==> src/rtl/raster_pkg.sv <==
package raster_pkg;

    // Timing mode in force for the current frame.
    typedef struct packed {
        logic pal;    // 1: 50 Hz timing, 0: 60 Hz timing
        logic ilace;  // interlace requested
        logic field;  // odd field of an interlaced 60 Hz pair
    } mode_t;

endpackage

==> src/rtl/raster_mode_ctl.sv <==
module raster_mode_ctl
    import raster_pkg::*;
#(
    parameter int PAL_CYCLES  = 71,
    parameter int NTSC_CYCLES = 65,
    parameter int PAL_LINES   = 312,
    parameter int NTSC_LINES  = 261,
    parameter int PAL_UPD     = 66,
    parameter int NTSC_UPD    = 32,
    parameter int CYC_W       = 7,
    parameter int LINE_W      = 9
) (
    input  logic              clk,
    input  logic              rst_n,
    input  logic              pal_sel,
    input  logic              ilace_en,
    input  logic              frame_wrap,
    output logic [CYC_W-1:0]  last_cycle,
    output logic [LINE_W-1:0] last_line,
    output logic [CYC_W-1:0]  upd_cycle
);

    mode_t st_d, st_q;
    logic  keep_ilace;
    logic [LINE_W-1:0] ntsc_last;

    always_comb begin
        st_d       = st_q;
        keep_ilace = !pal_sel && ilace_en && !st_q.pal && st_q.ilace;
        if (frame_wrap) begin
            st_d.pal   = pal_sel;
            st_d.ilace = ilace_en;
            st_d.field = keep_ilace ? ~st_q.field : 1'b0;
        end
    end

    always_ff @(posedge clk) begin
        if (!rst_n) begin
            st_q.pal   <= pal_sel;
            st_q.ilace <= ilace_en;
            st_q.field <= 1'b0;
        end else begin
            st_q <= st_d;
        end
    end

    always_comb begin
        ntsc_last = LINE_W'(NTSC_LINES - 1);
        if (st_q.ilace)
            ntsc_last = ntsc_last + LINE_W'(1) + {{(LINE_W-1){1'b0}}, st_q.field};
        last_cycle = st_q.pal ? CYC_W'(PAL_CYCLES - 1) : CYC_W'(NTSC_CYCLES - 1);
        last_line  = st_q.pal ? LINE_W'(PAL_LINES - 1) : ntsc_last;
        upd_cycle  = st_q.pal ? CYC_W'(PAL_UPD) : CYC_W'(NTSC_UPD);
    end


    mode_at_wrap_chk: assert property (@(posedge clk) disable iff (!rst_n)
        (!$stable(st_q.pal) || !$stable(st_q.ilace)) |-> $past(frame_wrap));

endmodule

==> src/rtl/raster_hcount.sv <==
module raster_hcount #(
    parameter int CYC_W = 7
) (
    input  logic             clk,
    input  logic             rst_n,
    input  logic [CYC_W-1:0] last_cycle,
    output logic [CYC_W-1:0] cycle,
    output logic             line_end
);

    logic [CYC_W-1:0] cyc_d, cyc_q;

    always_comb begin
        line_end = (cyc_q == last_cycle);
        cyc_d    = line_end ? '0 : cyc_q + CYC_W'(1);
    end

    always_ff @(posedge clk) begin
        if (!rst_n) cyc_q <= '0;
        else        cyc_q <= cyc_d;
    end

    assign cycle = cyc_q;


    cyc_range_chk: assert property (@(posedge clk) disable iff (!rst_n)
        cyc_q <= last_cycle);

endmodule

==> src/rtl/raster_vcount.sv <==
module raster_vcount #(
    parameter int LINE_W = 9
) (
    input  logic              clk,
    input  logic              rst_n,
    input  logic              line_end,
    input  logic [LINE_W-1:0] last_line,
    output logic [LINE_W-1:0] line,
    output logic              frame_wrap
);

    logic [LINE_W-1:0] line_d, line_q;

    always_comb begin
        frame_wrap = line_end && (line_q == last_line);
        line_d     = line_q;
        if (line_end)
            line_d = frame_wrap ? '0 : line_q + LINE_W'(1);
    end

    always_ff @(posedge clk) begin
        if (!rst_n) line_q <= '0;
        else        line_q <= line_d;
    end

    assign line = line_q;


    line_step_chk: assert property (@(posedge clk) disable iff (!rst_n)
        !$stable(line_q) |-> $past(line_end));


    line_range_chk: assert property (@(posedge clk) disable iff (!rst_n)
        line_q <= last_line);

endmodule

==> src/rtl/raster_readout.sv <==
module raster_readout #(
    parameter int CYC_W  = 7,
    parameter int LINE_W = 9
) (
    input  logic              clk,
    input  logic              rst_n,
    input  logic [CYC_W-1:0]  cycle,
    input  logic [CYC_W-1:0]  upd_cycle,
    input  logic [LINE_W-1:0] line,
    output logic [LINE_W-2:0] raster
);

    logic [LINE_W-2:0] rast_d, rast_q;

    always_comb begin
        rast_d = rast_q;
        if (cycle == upd_cycle)
            rast_d = line[LINE_W-1:1];
    end

    always_ff @(posedge clk) begin
        if (!rst_n) rast_q <= '0;
        else        rast_q <= rast_d;
    end

    assign raster = rast_q;


    raster_point_chk: assert property (@(posedge clk) disable iff (!rst_n)
        !$stable(rast_q) |-> $past(cycle == upd_cycle));

endmodule

==> src/rtl/raster_timing_gen.sv <==
module raster_timing_gen #(
    parameter int PAL_CYCLES    = 71,
    parameter int NTSC_CYCLES   = 65,
    parameter int PAL_LINES     = 312,
    parameter int NTSC_LINES    = 261,
    parameter int PAL_UPD       = 66,
    parameter int NTSC_UPD      = 32,
    parameter int HBLANK_CYCLES = 10,
    parameter int VBLANK_LINES  = 8,
    localparam int MAX_CYC   = (PAL_CYCLES > NTSC_CYCLES) ? PAL_CYCLES : NTSC_CYCLES,
    localparam int MAX_LINES = (PAL_LINES > NTSC_LINES + 2) ? PAL_LINES : NTSC_LINES + 2,
    localparam int CYC_W     = $clog2(MAX_CYC),
    localparam int LINE_W    = $clog2(MAX_LINES)
) (
    input  logic              clk,
    input  logic              rst_n,
    input  logic              pal_sel,
    input  logic              ilace_en,
    output logic [CYC_W-1:0]  cycle,
    output logic [LINE_W-1:0] line,
    output logic [LINE_W-2:0] raster,
    output logic              frame_start,
    output logic              hblank,
    output logic              vblank
);

    logic [CYC_W-1:0]  last_cycle, upd_cycle;
    logic [LINE_W-1:0] last_line;
    logic              line_end, frame_wrap;

    raster_mode_ctl #(
        .PAL_CYCLES (PAL_CYCLES),
        .NTSC_CYCLES(NTSC_CYCLES),
        .PAL_LINES  (PAL_LINES),
        .NTSC_LINES (NTSC_LINES),
        .PAL_UPD    (PAL_UPD),
        .NTSC_UPD   (NTSC_UPD),
        .CYC_W      (CYC_W),
        .LINE_W     (LINE_W)
    ) u_mode (
        .clk       (clk),
        .rst_n     (rst_n),
        .pal_sel   (pal_sel),
        .ilace_en  (ilace_en),
        .frame_wrap(frame_wrap),
        .last_cycle(last_cycle),
        .last_line (last_line),
        .upd_cycle (upd_cycle)
    );

    raster_hcount #(.CYC_W(CYC_W)) u_hcount (
        .clk       (clk),
        .rst_n     (rst_n),
        .last_cycle(last_cycle),
        .cycle     (cycle),
        .line_end  (line_end)
    );

    raster_vcount #(.LINE_W(LINE_W)) u_vcount (
        .clk       (clk),
        .rst_n     (rst_n),
        .line_end  (line_end),
        .last_line (last_line),
        .line      (line),
        .frame_wrap(frame_wrap)
    );

    raster_readout #(.CYC_W(CYC_W), .LINE_W(LINE_W)) u_readout (
        .clk      (clk),
        .rst_n    (rst_n),
        .cycle    (cycle),
        .upd_cycle(upd_cycle),
        .line     (line),
        .raster   (raster)
    );

    always_comb begin
        frame_start = (cycle == '0) && (line == '0);
        hblank      = cycle >= (last_cycle - CYC_W'(HBLANK_CYCLES - 1));
        vblank      = line < LINE_W'(VBLANK_LINES);
    end


    frame_pulse_chk: assert property (@(posedge clk) disable iff (!rst_n)
        frame_start |=> !frame_start);


    hblank_end_chk: assert property (@(posedge clk) disable iff (!rst_n)
        $fell(hblank) |-> (cycle == '0));

endmodule

==> config.mk <==
export PLATFORM = sky130hd
export DESIGN_NAME = raster_timing_gen
export DESIGN_NICKNAME = d
export VERILOG_FILES = /design/src/rtl/raster_pkg.sv /design/src/rtl/raster_mode_ctl.sv /design/src/rtl/raster_hcount.sv /design/src/rtl/raster_vcount.sv /design/src/rtl/raster_readout.sv /design/src/rtl/raster_timing_gen.sv
export SDC_FILE = /design/constraint.sdc
export NUM_CORES = 1
export LEC_CHECK = 0
export BUFFER_PORTS_ARGS = -buffer_cell sky130_fd_sc_hd__buf_2
export CORE_MARGIN = 2
export CORE_UTILIZATION = 53
export DETAILED_ROUTE_END_ITERATION = 10
export PLACE_DENSITY = 0.78
export SYNTH_ARGS = -nofsm -noshare
export SYNTH_HDL_FRONTEND = slang
export SYNTH_SLANG_ARGS = --single-unit
==> constraint.sdc <==
create_clock -name clk -period 2.6 [get_ports clk]
set_clock_uncertainty 0.1 [all_clocks]
set_input_delay 0.52 -clock clk [delete_from_list [all_inputs] [get_ports clk]]
set_output_delay 0.52 -clock clk [all_outputs]
set_load 0.1 [all_outputs]
# --- After elaboration in Yosys (flattened, before gate mapping) ---
# Cells that the tools add are included.
classes:
  addsub: 4
  order_cmp: 2
  n_eq_ne: 4
  mux: 8
  n_bitwise: 2
  reduce_logical: 10
op_table:
  columns: ["op", "n"]
  rows:
  - ["$mux W9", 3]
  - ["$eq A7 B7 Y1", 2]
  - ["$add A9 B1 Y9 const A", 1]
  - ["$add A9 B1 Y9 const B", 1]
  - ["$eq A9 B9 Y1", 1]
  - ["$logic_not A9 Y1", 1]
  - ["$lt A9 B4 Y1 const B", 1]
  - ["$mux W3", 3]
  - ["$add A7 B1 Y7 const B", 1]
  - ["$ge A7 B7 Y1", 1]
  - ["$logic_not A7 Y1", 1]
  - ["$mux W7", 1]
  - ["$sub A7 B4 Y7 const B", 1]
  - ["$logic_and A1 B1 Y1", 5]
  - ["$logic_not A1 Y1", 2]
  - ["$ne A2 B1 Y1 const B", 1]
  - ["$not A1 Y1", 2]
  - ["$reduce_or A2 Y1", 1]
  - ["$mux W1", 1]
totals:
  register_bits: 27
  in_bits: 4
  output_inout_bits: 27
  word_cells: 36

# --- Logic depth before layout (Yosys ltp) ---
# Gate-level depths: netlist of the first run.
depth:
  ltp_word: 7
  mapped_depth: 5
  depth_no_buf: 5

# --- Hierarchy ---
# A second synthesis of the first run with hierarchy kept.
hier_totals:
  cells_unflattened: 213
  area_unflattened_um2: 1911.8
by_module_without_submodules:
  columns: ["module", "instances", "cells_each", "area_per_inst_um2", "seq_area_each_um2"]
  rows:
  - ["raster_vcount", 1, 55, 509.2, 180.2]
  - ["raster_hcount", 1, 43, 417.9, 140.1]
  - ["raster_readout", 1, 43, 396.6, 160.2]
  - ["raster_mode_ctl", 1, 36, 304.0, 80.1]
  - ["raster_timing_gen", 1, 36, 284.0, 0.0]

# --- Least setup slack after synthesis of the first run ---
# Ideal clock, no wire load.
synth_path:
  kind: "register to output"
  start: "reg u_vcount.line_q[3] (netlist: u_vcount.line[3])"
  end: "out frame_start"
  t_arrival_ps: 5436
  required_ps: 1980
  slack_ps: -3456
  stages_incl_launch_ff: 4
  path_buffers: 0
  cell_sequence: "dfxtp_1 -> nor3_1 -> nor4b_1 -> and4_1"
synth_between:
  elab_chain_len: 2
synth_rtl:
  columns: ["element", "line_no", "text"]
  rows:
  - ["start: declaration", "raster_vcount.sv:12", "logic [LINE_W-1:0] line_d, line_q;"]
  - ["start signal: assignment", "raster_vcount.sv:23", "else line_q <= line_d;"]
  - ["$logic_not A9 Y1", "raster_timing_gen.sv:78", "frame_start = (cycle == '0) && (line == '0);"]
  - ["$logic_and A1 B1 Y1", "raster_timing_gen.sv:78", null]
  - ["end: declaration", "raster_timing_gen.sv:22", "output logic frame_start,"]
# No other way between the ends.

# --- Worst setup path in the final report of the first run ---
layout_path:
  start: "reg u_mode.st_q[2] (netlist name)"
  end: "out hblank"
layout_between:
  elab_chain_len: 3
layout_rtl:
  columns: ["element", "line_no", "text"]
  rows:
  - ["start: declaration", "raster_mode_ctl.sv:23", "mode_t st_d, st_q;"]
  - ["start signal: assignment", "raster_mode_ctl.sv:43", "st_q <= st_d;"]
  - ["$mux W3", "raster_mode_ctl.sv:51", "last_cycle = st_q.pal ? CYC_W'(PAL_CYCLES - 1) : CYC_W'(NTSC_CYCLES - 1);"]
  - ["$sub A7 B4 Y7", "raster_timing_gen.sv:79", "hblank = cycle >= (last_cycle - CYC_W'(HBLANK_CYCLES - 1));"]
  - ["$ge A7 B7 Y1", "raster_timing_gen.sv:79", null]
  - ["end: declaration", "raster_timing_gen.sv:23", "output logic hblank,"]
# No other way between the ends.

==> results.sh, run 1 <==
export IMPL_status="complete, no violations"
export IMPL_synth_edf_count=2
export IMPL_yosys_most_used_dff="dfxtp_1"
export IMPL_synthArstFlopShare_pct=0
export IMPL_worstReg2RegStart="u_mode.st_q[2]$_DFFE_PP_"
export IMPL_fmax_mhz=401.8
export IMPL_clock_path_buffers=2
export IMPL_final_cells=217
export IMPL_grt_pass1_wl_um=5064
export IMPL_tns_ns=0
export IMPL_worstHoldStart="pal_sel"
export IMPL_rsz0062_at_grt="false"
export IMPL_initial_core_util_pct=56.85
export IMPL_holdCritPathClass="in2reg"
export IMPL_cp_required_ns=1.98
export IMPL_die_h_um=56.02
export IMPL_fp_dieArea_sq_mm=0.003138
export IMPL_cts_buffers=3
export IMPL_max_cap_violations=0
export IMPL_ys_warn_count=0
export IMPL_vias=1273
export IMPL_drt_pass1_iterations=4
export IMPL_holdBufCountCts=0
export IMPL_synth_top_area_cell="dfxtp_1"
export IMPL_use_met3_pct=2.326
export IMPL_placed_cells=213
export IMPL_fin_crit_ns=2.489
export IMPL_worstSkewPairLatency_ns=0.31
export IMPL_setup_violations=0
export IMPL_arrival_ns=1.87
export IMPL_gp_congestion=0.8098
export IMPL_worstMarginPinSlew_ns=0.5595
export IMPL_post_route_period_util_pct=95.72
export IMPL_synth_cell_type_count=49
export IMPL_boundaryPins=31
export IMPL_clk_pin_slew_ns=0.14
export IMPL_drv_slew=0
export IMPL_drive_gt1_share_pct=29.95
export IMPL_startpoint_type="flop"
export IMPL_synth_top_cell_area_share_pct=34.90
export IMPL_drt_iter0_drc=46
export IMPL_synth_most_common_cell="dfxtp_1"
export IMPL_fp_dieW_um=56.02
export IMPL_place_area_sq_mm=0.001680
export IMPL_use_met2_pct=30.25
export IMPL_end_kind="output port"
export IMPL_powerDensity_mw_per_mm2=539.0
export IMPL_synth_cells=157
export IMPL_avgSynthCellArea_sq_um=9.133
export IMPL_grt_pass1_vias=1072
export IMPL_postLayoutCellArea_sq_mm=0.001709
export IMPL_timing_slew_headroom_pct=62.59
export IMPL_synth_top_cells_by_area="dfxtp_1 (35%), mux2i_1 (6.3%), ha_1 (5.2%), nor2_1 (5.2%), edfxtp_1 (4.2%)"
export IMPL_htreeDepth=1
export IMPL_r2r_end="u_vcount.line[8]$_SDFFE_PN0N_"
export IMPL_dp_hpwl_um=2298
export IMPL_ys_seq_elements=27
export IMPL_peakVddDrop_mv=0.5027
export IMPL_grt_max_degree=20
export IMPL_worst_path_max_fanout=3
export IMPL_wirelength_um=3058
export IMPL_wl_per_cell_um=14.09
export IMPL_grt_use_total_pct=19.24
export IMPL_area_growth_pct=19.20
export IMPL_rows=18
export IMPL_root_buffer="clkbuf_4"
export IMPL_min_path_cells=3
export IMPL_cts_sinks=27
export IMPL_drc=0
export IMPL_synth_nets=167
export IMPL_grt_use_met1_pct=29.11
export IMPL_crit_type="reg2out"
export IMPL_diodes=0
export IMPL_hold_viol_final=0
export IMPL_core_sq_mm=0.002522
export IMPL_min_to="u_mode.st_q[0]$_SDFFE_PN0N_"
export IMPL_syn_cell_area_sq_mm=0.001434
export IMPL_synthTopCellsByCount="dfxtp_1 (25), nor2_1 (20), nand2_1 (12), mux2i_1 (9)"
export IMPL_viasPerCell=5.866
export IMPL_p_leak_nw=0.8032
export IMPL_finalNetCount=198
export IMPL_grt_busiest_layer="met2"
export IMPL_seq_area_frac_synth_pct=39.09
export IMPL_r2r_slack_ns=0.40
export IMPL_ant_nets=0
export IMPL_io_buffers=30
export IMPL_antenna_found_initial=0
export IMPL_rr_worst_depth=5
export IMPL_grt_overflow_total=0
export IMPL_cts_tree="built"
[cell usage in the layout, fill, tap and decap left out, drive strengths merged, types with 4 or more instances in the layout]
| master | netlist | layout |
|---|---|---|
| buf | 2 | 31 |
| dfxtp | 25 | 25 |
| nor2 | 20 | 20 |
| nand2 | 12 | 12 |
| mux2i | 9 | 9 |
| inv | 7 | 7 |
| nand3 | 7 | 7 |
| ha | 6 | 6 |
| clkbuf | 4 | 5 |
| xnor2 | 4 | 4 |
| nand4 | 4 | 4 |
| nor3 | 4 | 4 |
| and3 | 4 | 4 |
[cell type report]
| cell class | instances | area [sq um] |
|---|---|---|
| sequential | 27 | 581.8 |
| clock buffer | 4 | 26.28 |
| inverter | 7 | 26.28 |
| timing repair buffer | 32 | 182.7 |
| multi-input combinational | 117 | 854.6 |
| fill | 214 | 813.3 |
| tap | 30 | 37.54 |
[metal layers]
| layer | up-vias | wire (um) |
|---|---|---|
| li1 | 641 | - |
| met1 | 584 | 1448 |
| met2 | 46 | 1403 |
| met3 | 2 | 191 |
| met4 | 0 | 14 |
| met5 | - | 0 |
[sequential cells by signal (all words and copies together) (netlist names)]
register,count
u_mode.st_q,3
u_readout.raster,8
u_vcount.line,9
u_hcount.cycle,7
[how the worst max path moves through the flow]
stage / start / slack (ns) / cells past startpoint / to
after floorplan: u_vcount.line[7]$_SDFFE_PN0N_ / -0.42 / 3 / frame_start
after global placement: u_vcount.line[1]$_SDFFE_PN0N_ / 0.47 / 5 / frame_start
after detailed placement: u_mode.st_q[2]$_DFFE_PP_ / 0.45 / 5 / u_vcount.line[8]$_SDFFE_PN0N_
after CTS: u_vcount.line[1]$_SDFFE_PN0N_ / 0.09 / 5 / frame_start
after global routing: u_mode.st_q[2]$_DFFE_PP_ / 0.02 / 5 / hblank
final: u_mode.st_q[2]$_DFFE_PP_ / 0.11 / 5 / hblank
[timing repair]
| item | CTS | global route |
|---|---|---|
| setup buffers | 0 | 0 |
| gates resized for setup | 0 | 1 |
| setup endpoints to repair | 0 | 1 |
[report_power, final]
part           switching [mW]  internal (mW)  leakage [nW]
Clock                   0.116         0.0599        0.0150
Combinational           0.220         0.0645         0.560
Sequential             0.0278          0.433         0.228
Total                   0.364          0.558         0.803
[per-stage QoR]
| step | total power [mW] | setup slack (ns) | hold WS, ns | utilization, % |
|---|---|---|---|---|
| global placement | 0.7453 | 0.4742 | 0.3687 | 66.62 |
| finish | 0.9212 | 0.1113 | 0.3772 | 67.76 |
| CTS | 0.9261 | 0.08765 | 0.3757 | 67.66 |
| global route | 0.9644 | 0.01851 | 0.3656 | 67.76 |
| detailed placement | 0.7507 | 0.4529 | 0.3880 | 66.62 |
| floorplan | 0.7122 | -0.4196 | 0.3696 | - |
[kinds of logic (layout without fill, tap and decap cells)]
kind of cell    Yosys count  in the layout  synth area share [%]
simple gates             69             69                 26.53
buf+inv                  13             43                 3.665
flops                    27             27                 39.09
compound gates           26             26                 14.75
mux                      10             10                 7.068
xor+xnor                  6              6                 3.665
fa+ha+maj                 6              6                 5.235
[worst max-delay path, stage by stage (launching register included)]
cell and delay [ns]:
edfxtp_1 0.43, ha_1 0.35, a21o_1 0.21, a31oi_1 0.28, o21bai_4 0.11, buf_12 0.17
No activity file was read; power rests on OpenSTA's default activity.
==> run 2, diff against run 1 <==
--- a/config.mk
+++ b/config.mk
@@ -7,9 +7,11 @@
 export LEC_CHECK = 0
 export BUFFER_PORTS_ARGS = -buffer_cell sky130_fd_sc_hd__buf_2
 export CORE_MARGIN = 2
-export CORE_UTILIZATION = 53
+export CORE_UTILIZATION = 56
 export DETAILED_ROUTE_END_ITERATION = 10
-export PLACE_DENSITY = 0.78
+export PLACE_DENSITY = 0.79
+export SETUP_SLACK_MARGIN = 0.5
 export SYNTH_ARGS = -nofsm -noshare
 export SYNTH_HDL_FRONTEND = slang
+export SYNTH_HIERARCHICAL = 1
 export SYNTH_SLANG_ARGS = --single-unit
==> run 2 against run 1 <==
Compared with the run above:
- non-clock buffer count rose by 15
- hold slack got worse by 0.029 ns
- worst setup slack lost 0.27 ns
- maximum frequency down 9.7%
- sequential share of layout area is 8.8 points lower
- largest cell class unchanged
- clock power rose by 11%
- the run now ends with negative setup slack left
==> results.sh, run 2 <==
export IMPL_status="finished, violations left"
export IMPL_failed_checks="negative setup slack"
export IMPL_largest_reg_flops=9
export IMPL_fp_dieArea_sq_mm=0.003898
export IMPL_p_leak_nw=0.9690
export IMPL_finalNetCount=267
export IMPL_synth_cells=213
export IMPL_tns_ns=-0.1560
export IMPL_ys_seq_elements=27
export IMPL_hold_slack_ns=0.3486
export IMPL_fmax_mhz=362.9
export IMPL_initial_core_util_pct=57.75
export IMPL_cts_buffers=3
export IMPL_vias=1592
export IMPL_synthArstFlopShare_pct=0
export IMPL_end_kind="output port"
export IMPL_peakVddDrop_mv=0.3472
export IMPL_synth_top_area_cell="dfxtp_1"
export IMPL_holdCritPathClass="in2reg"
export IMPL_syn_cell_area_sq_mm=0.001912
export IMPL_antenna_found_initial=0
export IMPL_synth_most_common_cell="dfxtp_1"
export IMPL_seq_power_share_pct=49.9
export IMPL_boundaryPins=31
export IMPL_cts_sinks=27
export IMPL_ant_nets=0
export IMPL_htreeDepth=1
export IMPL_startpoint_type="flop"
export IMPL_wl_per_cell_um=14.30
export IMPL_powerDensity_mw_per_mm2=368.3
export IMPL_timing_final_ws_setup_ns=-0.1560
export IMPL_grt_pass1_wl_um=7024
export IMPL_comb_power_share_pct=27.7
export IMPL_placed_cells=281
export IMPL_drt_iter0_drc=81
export IMPL_io_buffers=30
export IMPL_setup_violations=1
export IMPL_drive_gt1_share_pct=37.70
export IMPL_grt_use_total_pct=22.30
export IMPL_fin_crit_ns=2.756
export IMPL_rows=21
export IMPL_drv_slew=0
export IMPL_rsz0062_at_grt="true"
export IMPL_diodes=0
export IMPL_wirelength_um=4260
export IMPL_drc=0
export IMPL_grt_max_degree=26
export IMPL_fp_dieW_um=62.43
export IMPL_area_growth_pct=24.08
export IMPL_hold_viol_final=0
export IMPL_layout_commonest_cell="buf_2"
export IMPL_post_route_period_util_pct=106.0
export IMPL_synth_edf_count=2
export IMPL_root_buffer="clkbuf_4"
export IMPL_cts_tree="built"
export IMPL_die_h_um=62.43
export IMPL_yosys_most_used_dff="dfxtp_1"
export IMPL_avgSynthCellArea_sq_um=8.976
export IMPL_worstSkewPairLatency_ns=0.34
export IMPL_synth_top_cell_area_share_pct=26.18
export IMPL_synthTopCellsByCount="dfxtp_1 (25), nand2_1 (24), xnor2_1 (22), buf_4 (20), xor2_1 (16)"
export IMPL_ys_warn_count=6
export IMPL_viasPerCell=5.342
export IMPL_cp_required_ns=1.98
export IMPL_synth_top_cells_by_area="dfxtp_1 (26%), xnor2_1 (10%), buf_4 (7.9%), xor2_1 (7.3%), ha_1 (6.5%)"
export IMPL_grt_pass1_vias=1544
export IMPL_arrival_ns=2.14
export IMPL_dp_hpwl_um=2692
export IMPL_worst_path_max_fanout=5
export IMPL_p_int_mw=0.5702
export IMPL_drt_pass1_iterations=4
export IMPL_clock_path_buffers=2
export IMPL_grt_overflow_total=0
export IMPL_power_frac_clock_pct=22.4
export IMPL_gp_congestion=0.8307
export IMPL_synth_cell_type_count=42
export IMPL_p_switching_mw=0.3035
export IMPL_max_cap_violations=0
export IMPL_crit_type="reg2out"
export IMPL_final_cell_mix="buf_2 (25), nand2_1 (24), xnor2_1 (21)"
export IMPL_seq_area_frac_synth_pct=29.32
export IMPL_final_cells=298
export IMPL_p_sw_share_pct=34.73
export IMPL_core_sq_mm=0.003311
export IMPL_clk_pin_slew_ns=0.16
[run 2: changes by cell type in the layout (fill, tap and decap cells not counted), moves of 4 or more]
cell | previous run | this run
xnor2_1 | 4 | 21
nand2_1 | 12 | 24
conb_1 | 0 | 14
nor2_1 | 20 | 7
buf_4 | 2 | 14
dfxtp_4 | 4 | 10
a211oi_1 | 0 | 5
nand2b_1 | 0 | 4
xor2_1 | 2 | 15
dfxtp_2 | 5 | 1
[run 2: cell families after synthesis]
logic type / synth area share (%)
AOI/OAI and AO/OA: 10.86
and+or+nand+nor: 21.14
buffers and inverters: 10.14
adders and majority gates: 6.545
other: 0.3928
muxes: 4.189
xor gates and xnor gates: 17.41
DFF: 29.32
[run 2: worst paths after layout]
check	start	end	slack, ns	cells past startpoint
worst max register to register	u_mode/st_q[2]$_DFFE_PP_	u_vcount/line[1]$_SDFFE_PN0P_	0.36	10
worst min-delay path	pal_sel	u_mode/st_q[0]$_SDFFE_PN0P_	0.35	3
worst max-delay path	u_mode/st_q[2]$_DFFE_PP_	hblank	-0.16	8
worst min register to register	u_readout/raster[5]$_SDFFE_PN0N_	u_readout/raster[5]$_SDFFE_PN0N_	0.37	2
[run 2: power by group through the flow]
stage / clock (mW) / sequential (mW) / combinational [mW]
finish: 0.195 / 0.436 / 0.242
global route: 0.215 / 0.438 / 0.259
floorplan: 0 / 0.472 / 0.162
global placement: 0 / 0.445 / 0.207
detailed placement: 0 / 0.446 / 0.210
CTS: 0.199 / 0.437 / 0.221
[run 2: through the flow]
step / util [%] / total power, mW / setup WS [ns] / cell area (sq um)
3_3_place_gp: 64.59 / 0.6517 / 0.2825 / 2138
3_5_place_dp: 64.59 / 0.6558 / 0.2647 / 2138
2_1_floorplan: - / 0.6346 / -0.3828 / 2044
6_report: 71.66 / 0.8737 / -0.1560 / 2372
4_1_cts: 69.16 / 0.8566 / -0.07453 / 2290
5_1_grt: 71.66 / 0.9122 / -0.2299 / 2372
[run 2: what timing repair did]
action	CTS	global route
resized for setup	14	12
pin swaps	7	9
hold buffers	0	0
setup buffers	8	5
setup endpoints to repair	17	20
[run 2: final cells by class]
cell class                 instances  area, sq um
fill                             245        938.4
clock buffer                       3        22.52
timing repair buffer              47        339.1
clock inverter                     1        7.507
sequential                        27        599.3
inverter                           7        26.28
multi-input combinational        167         1320
tap                               46        57.56
[run 2: routing by layer]
metal | part of all wire, % | global-route usage (%)
met5 | 0 | 0
met4 | 2.1 | 6.111
met3 | 3.1 | 4.144
met2 | 49 | 38.84
met1 | 46 | 28.21
[run 2: critical path, stage by stage, from the launching register on]
cell	delay [ns]
edfxtp_1	0.45
inv_2	0.06
ha_4	0.16
xnor2_1	0.13
ha_1	0.35
a21o_1	0.21
a31oi_2	0.20
o21ai_4	0.08
buf_12	0.16
==> run 3, diff against run 2 <==
--- a/config.mk
+++ b/config.mk
@@ -6,10 +6,12 @@
 export NUM_CORES = 1
 export LEC_CHECK = 0
 export BUFFER_PORTS_ARGS = -buffer_cell sky130_fd_sc_hd__buf_2
+export CELL_PAD_IN_SITES_DETAIL_PLACEMENT = 2
+export CELL_PAD_IN_SITES_GLOBAL_PLACEMENT = 2
 export CORE_MARGIN = 2
-export CORE_UTILIZATION = 56
+export CORE_UTILIZATION = 34
 export DETAILED_ROUTE_END_ITERATION = 10
-export PLACE_DENSITY = 0.79
+export PLACE_DENSITY_LB_ADDON = 0.1
 export SETUP_SLACK_MARGIN = 0.5
 export SYNTH_ARGS = -nofsm -noshare
 export SYNTH_HDL_FRONTEND = slang
==> run 3 against run 2 <==
Compared with the run above:
- the run still ends with negative setup slack left
- design area is 12% higher
- maximum frequency increased by 1.6%
- critical endpoint unchanged
- cell count increased by 13%
- sequential power barely moved
- utilization down 23 points
- largest power group unchanged
==> results.sh, run 3 (synthesized netlist as in run 2, its figures left out) <==
export IMPL_rsz0062_at_grt="true"
export IMPL_io_buffers=30
export IMPL_boundaryPins=31
export IMPL_powerDensity_mw_per_mm2=373.0
export IMPL_cts_buffers=3
export IMPL_crit_type="reg2out"
export IMPL_startpoint_type="flop"
export IMPL_max_cap_violations=0
export IMPL_grt_overflow_total=0
export IMPL_worstMarginPinSlew_ns=0.5227
export IMPL_initial_core_util_pct=34.93
export IMPL_r2r_end="u_mode/st_q[2]$_DFFE_PP_"
export IMPL_cp_required_ns=1.98
export IMPL_seq_power_share_pct=44.0
export IMPL_die_h_um=78.99
export IMPL_drv_slew=0
export IMPL_clk_pin_slew_ns=0.11
export IMPL_p_int_mw=0.6437
export IMPL_grt_pass1_wl_um=9287
export IMPL_end_kind="output port"
export IMPL_gp_congestion=0.8109
export IMPL_tns_ns=-0.1134
export IMPL_placed_cells=307
export IMPL_grt_pass1_vias=1794
export IMPL_fp_dieArea_sq_mm=0.006239
export IMPL_rr_worst_depth=9
export IMPL_drt_iter0_drc=79
export IMPL_grt_use_total_pct=19.15
export IMPL_worst_path_max_fanout=4
export IMPL_crit_path_end="hblank"
export IMPL_grt_max_degree=26
export IMPL_largest_reg_flops=9
export IMPL_timing_slew_headroom_pct=65.15
export IMPL_cts_sinks=27
export IMPL_post_route_period_util_pct=104.4
export IMPL_drt_pass1_iterations=4
export IMPL_fmax_mhz=368.5
export IMPL_rows=27
export IMPL_vias=1671
export IMPL_status="finished, violations left"
export IMPL_worstHoldStart="u_readout/raster[6]$_SDFFE_PN0N_"
export IMPL_viasPerCell=4.958
export IMPL_wirelength_um=6112
export IMPL_drive_gt1_share_pct=44.15
export IMPL_setup_violations=1
export IMPL_finalNetCount=280
export IMPL_comb_power_share_pct=28.9
export IMPL_ant_nets=0
export IMPL_core_sq_mm=0.005473
export IMPL_p_sw_share_pct=35.02
export IMPL_holdCritPathClass="reg2reg"
export IMPL_failed_checks="negative setup slack"
export IMPL_dp_hpwl_um=4002
export IMPL_power_mw=0.9907
export IMPL_worstSkewPairLatency_ns=0.29
export IMPL_drc=0
export IMPL_area_growth_pct=38.94
export IMPL_final_cells=337
export IMPL_peakVddDrop_mv=0.1864
export IMPL_fp_dieW_um=78.99
export IMPL_timing_final_ws_setup_ns=-0.1134
export IMPL_critPathLaunch="u_mode/st_q[2]$_DFFE_PP_"
export IMPL_clock_path_buffers=2
export IMPL_holdBufCountCts=0
export IMPL_diodes=0
export IMPL_arrival_ns=2.09
export IMPL_layout_commonest_cell="buf_2"
export IMPL_hold_viol_final=0
export IMPL_root_buffer="clkbuf_8"
export IMPL_fin_crit_ns=2.713
export IMPL_cts_tree="built"
export IMPL_dp_slack_ns=0.2241
export IMPL_worstReg2RegStart="u_mode/st_q[2]$_DFFE_PP_"
export IMPL_wl_per_cell_um=18.14
export IMPL_htreeDepth=1
export IMPL_antenna_found_initial=0
export IMPL_p_leak_nw=1.096
export IMPL_power_frac_clock_pct=27.1
export IMPL_p_switching_mw=0.3469
export IMPL_r2r_slack_ns=0.32
export IMPL_postLayoutCoreUtil_pct=48.54
export IMPL_final_cell_mix="buf_2 (27), nand2_1 (23), xnor2_1 (19)"
==> run 3: changes by cell type in the layout (fill, tap and decap cells not counted), sizes merged <==
cell / previous run / this run
buf: 45 / 60
clkbuf: 5 / 3
clkinvlp: 1 / 0
inv: 7 / 8
==> run 3: final cells by class <==
class,instances,area (sq um)
fill,590,2816
timing repair buffer,60,478.0
clock buffer,3,41.29
multi-input combinational,167,1413
inverter,7,26.28
sequential,27,599.3
tap,72,90.09
clock inverter,1,8.758
==> run 3: stage by stage <==
| stage | area (sq um) | hold slack (ns) |
|---|---|---|
| finish | 2656 | 0.3789 |
| global placement | 2171 | 0.3405 |
| floorplan | 2044 | 0.3933 |
| detailed placement | 2171 | 0.3580 |
| global route | 2656 | 0.4177 |
| CTS | 2396 | 0.3819 |
==> run 3: power by group through the flow <==
stage	logic, mW	registers (mW)	clock network, mW
final	0.286	0.435	0.269
after global routing	0.304	0.438	0.295
after CTS	0.249	0.435	0.280
after detailed placement	0.224	0.447	0
after global placement	0.211	0.446	0
after floorplan	0.162	0.472	0
==> run 3: worst min path at each step <==
stage | end | slack, ns | cells past startpoint
detailed placement | u_readout/raster[0]$_SDFFE_PN0N_ | 0.36 | 2
finish | u_readout/raster[6]$_SDFFE_PN0N_ | 0.38 | 2
global placement | u_readout/raster[2]$_SDFFE_PN0N_ | 0.34 | 2
CTS | u_readout/raster[3]$_SDFFE_PN0N_ | 0.38 | 2
floorplan | u_mode/st_q[0]$_SDFFE_PN0P_ | 0.39 | 2
global route | u_readout/raster[0]$_SDFFE_PN0N_ | 0.42 | 2
==> run 3: timing repair <==
action                                  4_1_cts  5_1_grt
endpoints found under the setup margin       17       25
pin swaps                                     9       19
resized for setup                            13       36
setup buffers                                15       11
==> run 3: worst max-delay path: stages (launching register included) <==
cell and delay (ns):
edfxtp_1 0.47, or3_4 0.45, xnor2_2 0.17, ha_2 0.19, nand4_1 0.11, and3_4 0.18
o21ai_4 0.06, buf_12 0.19
==> run 3: routing by layer <==
metal	vias to the layer above	global-route usage, %	share of wire [%]
li1	809	-	-
met1	832	24.88	46
met2	24	33.90	51
met3	6	1.705	2.3
met4	0	5.172	0.83
met5	-	0	0
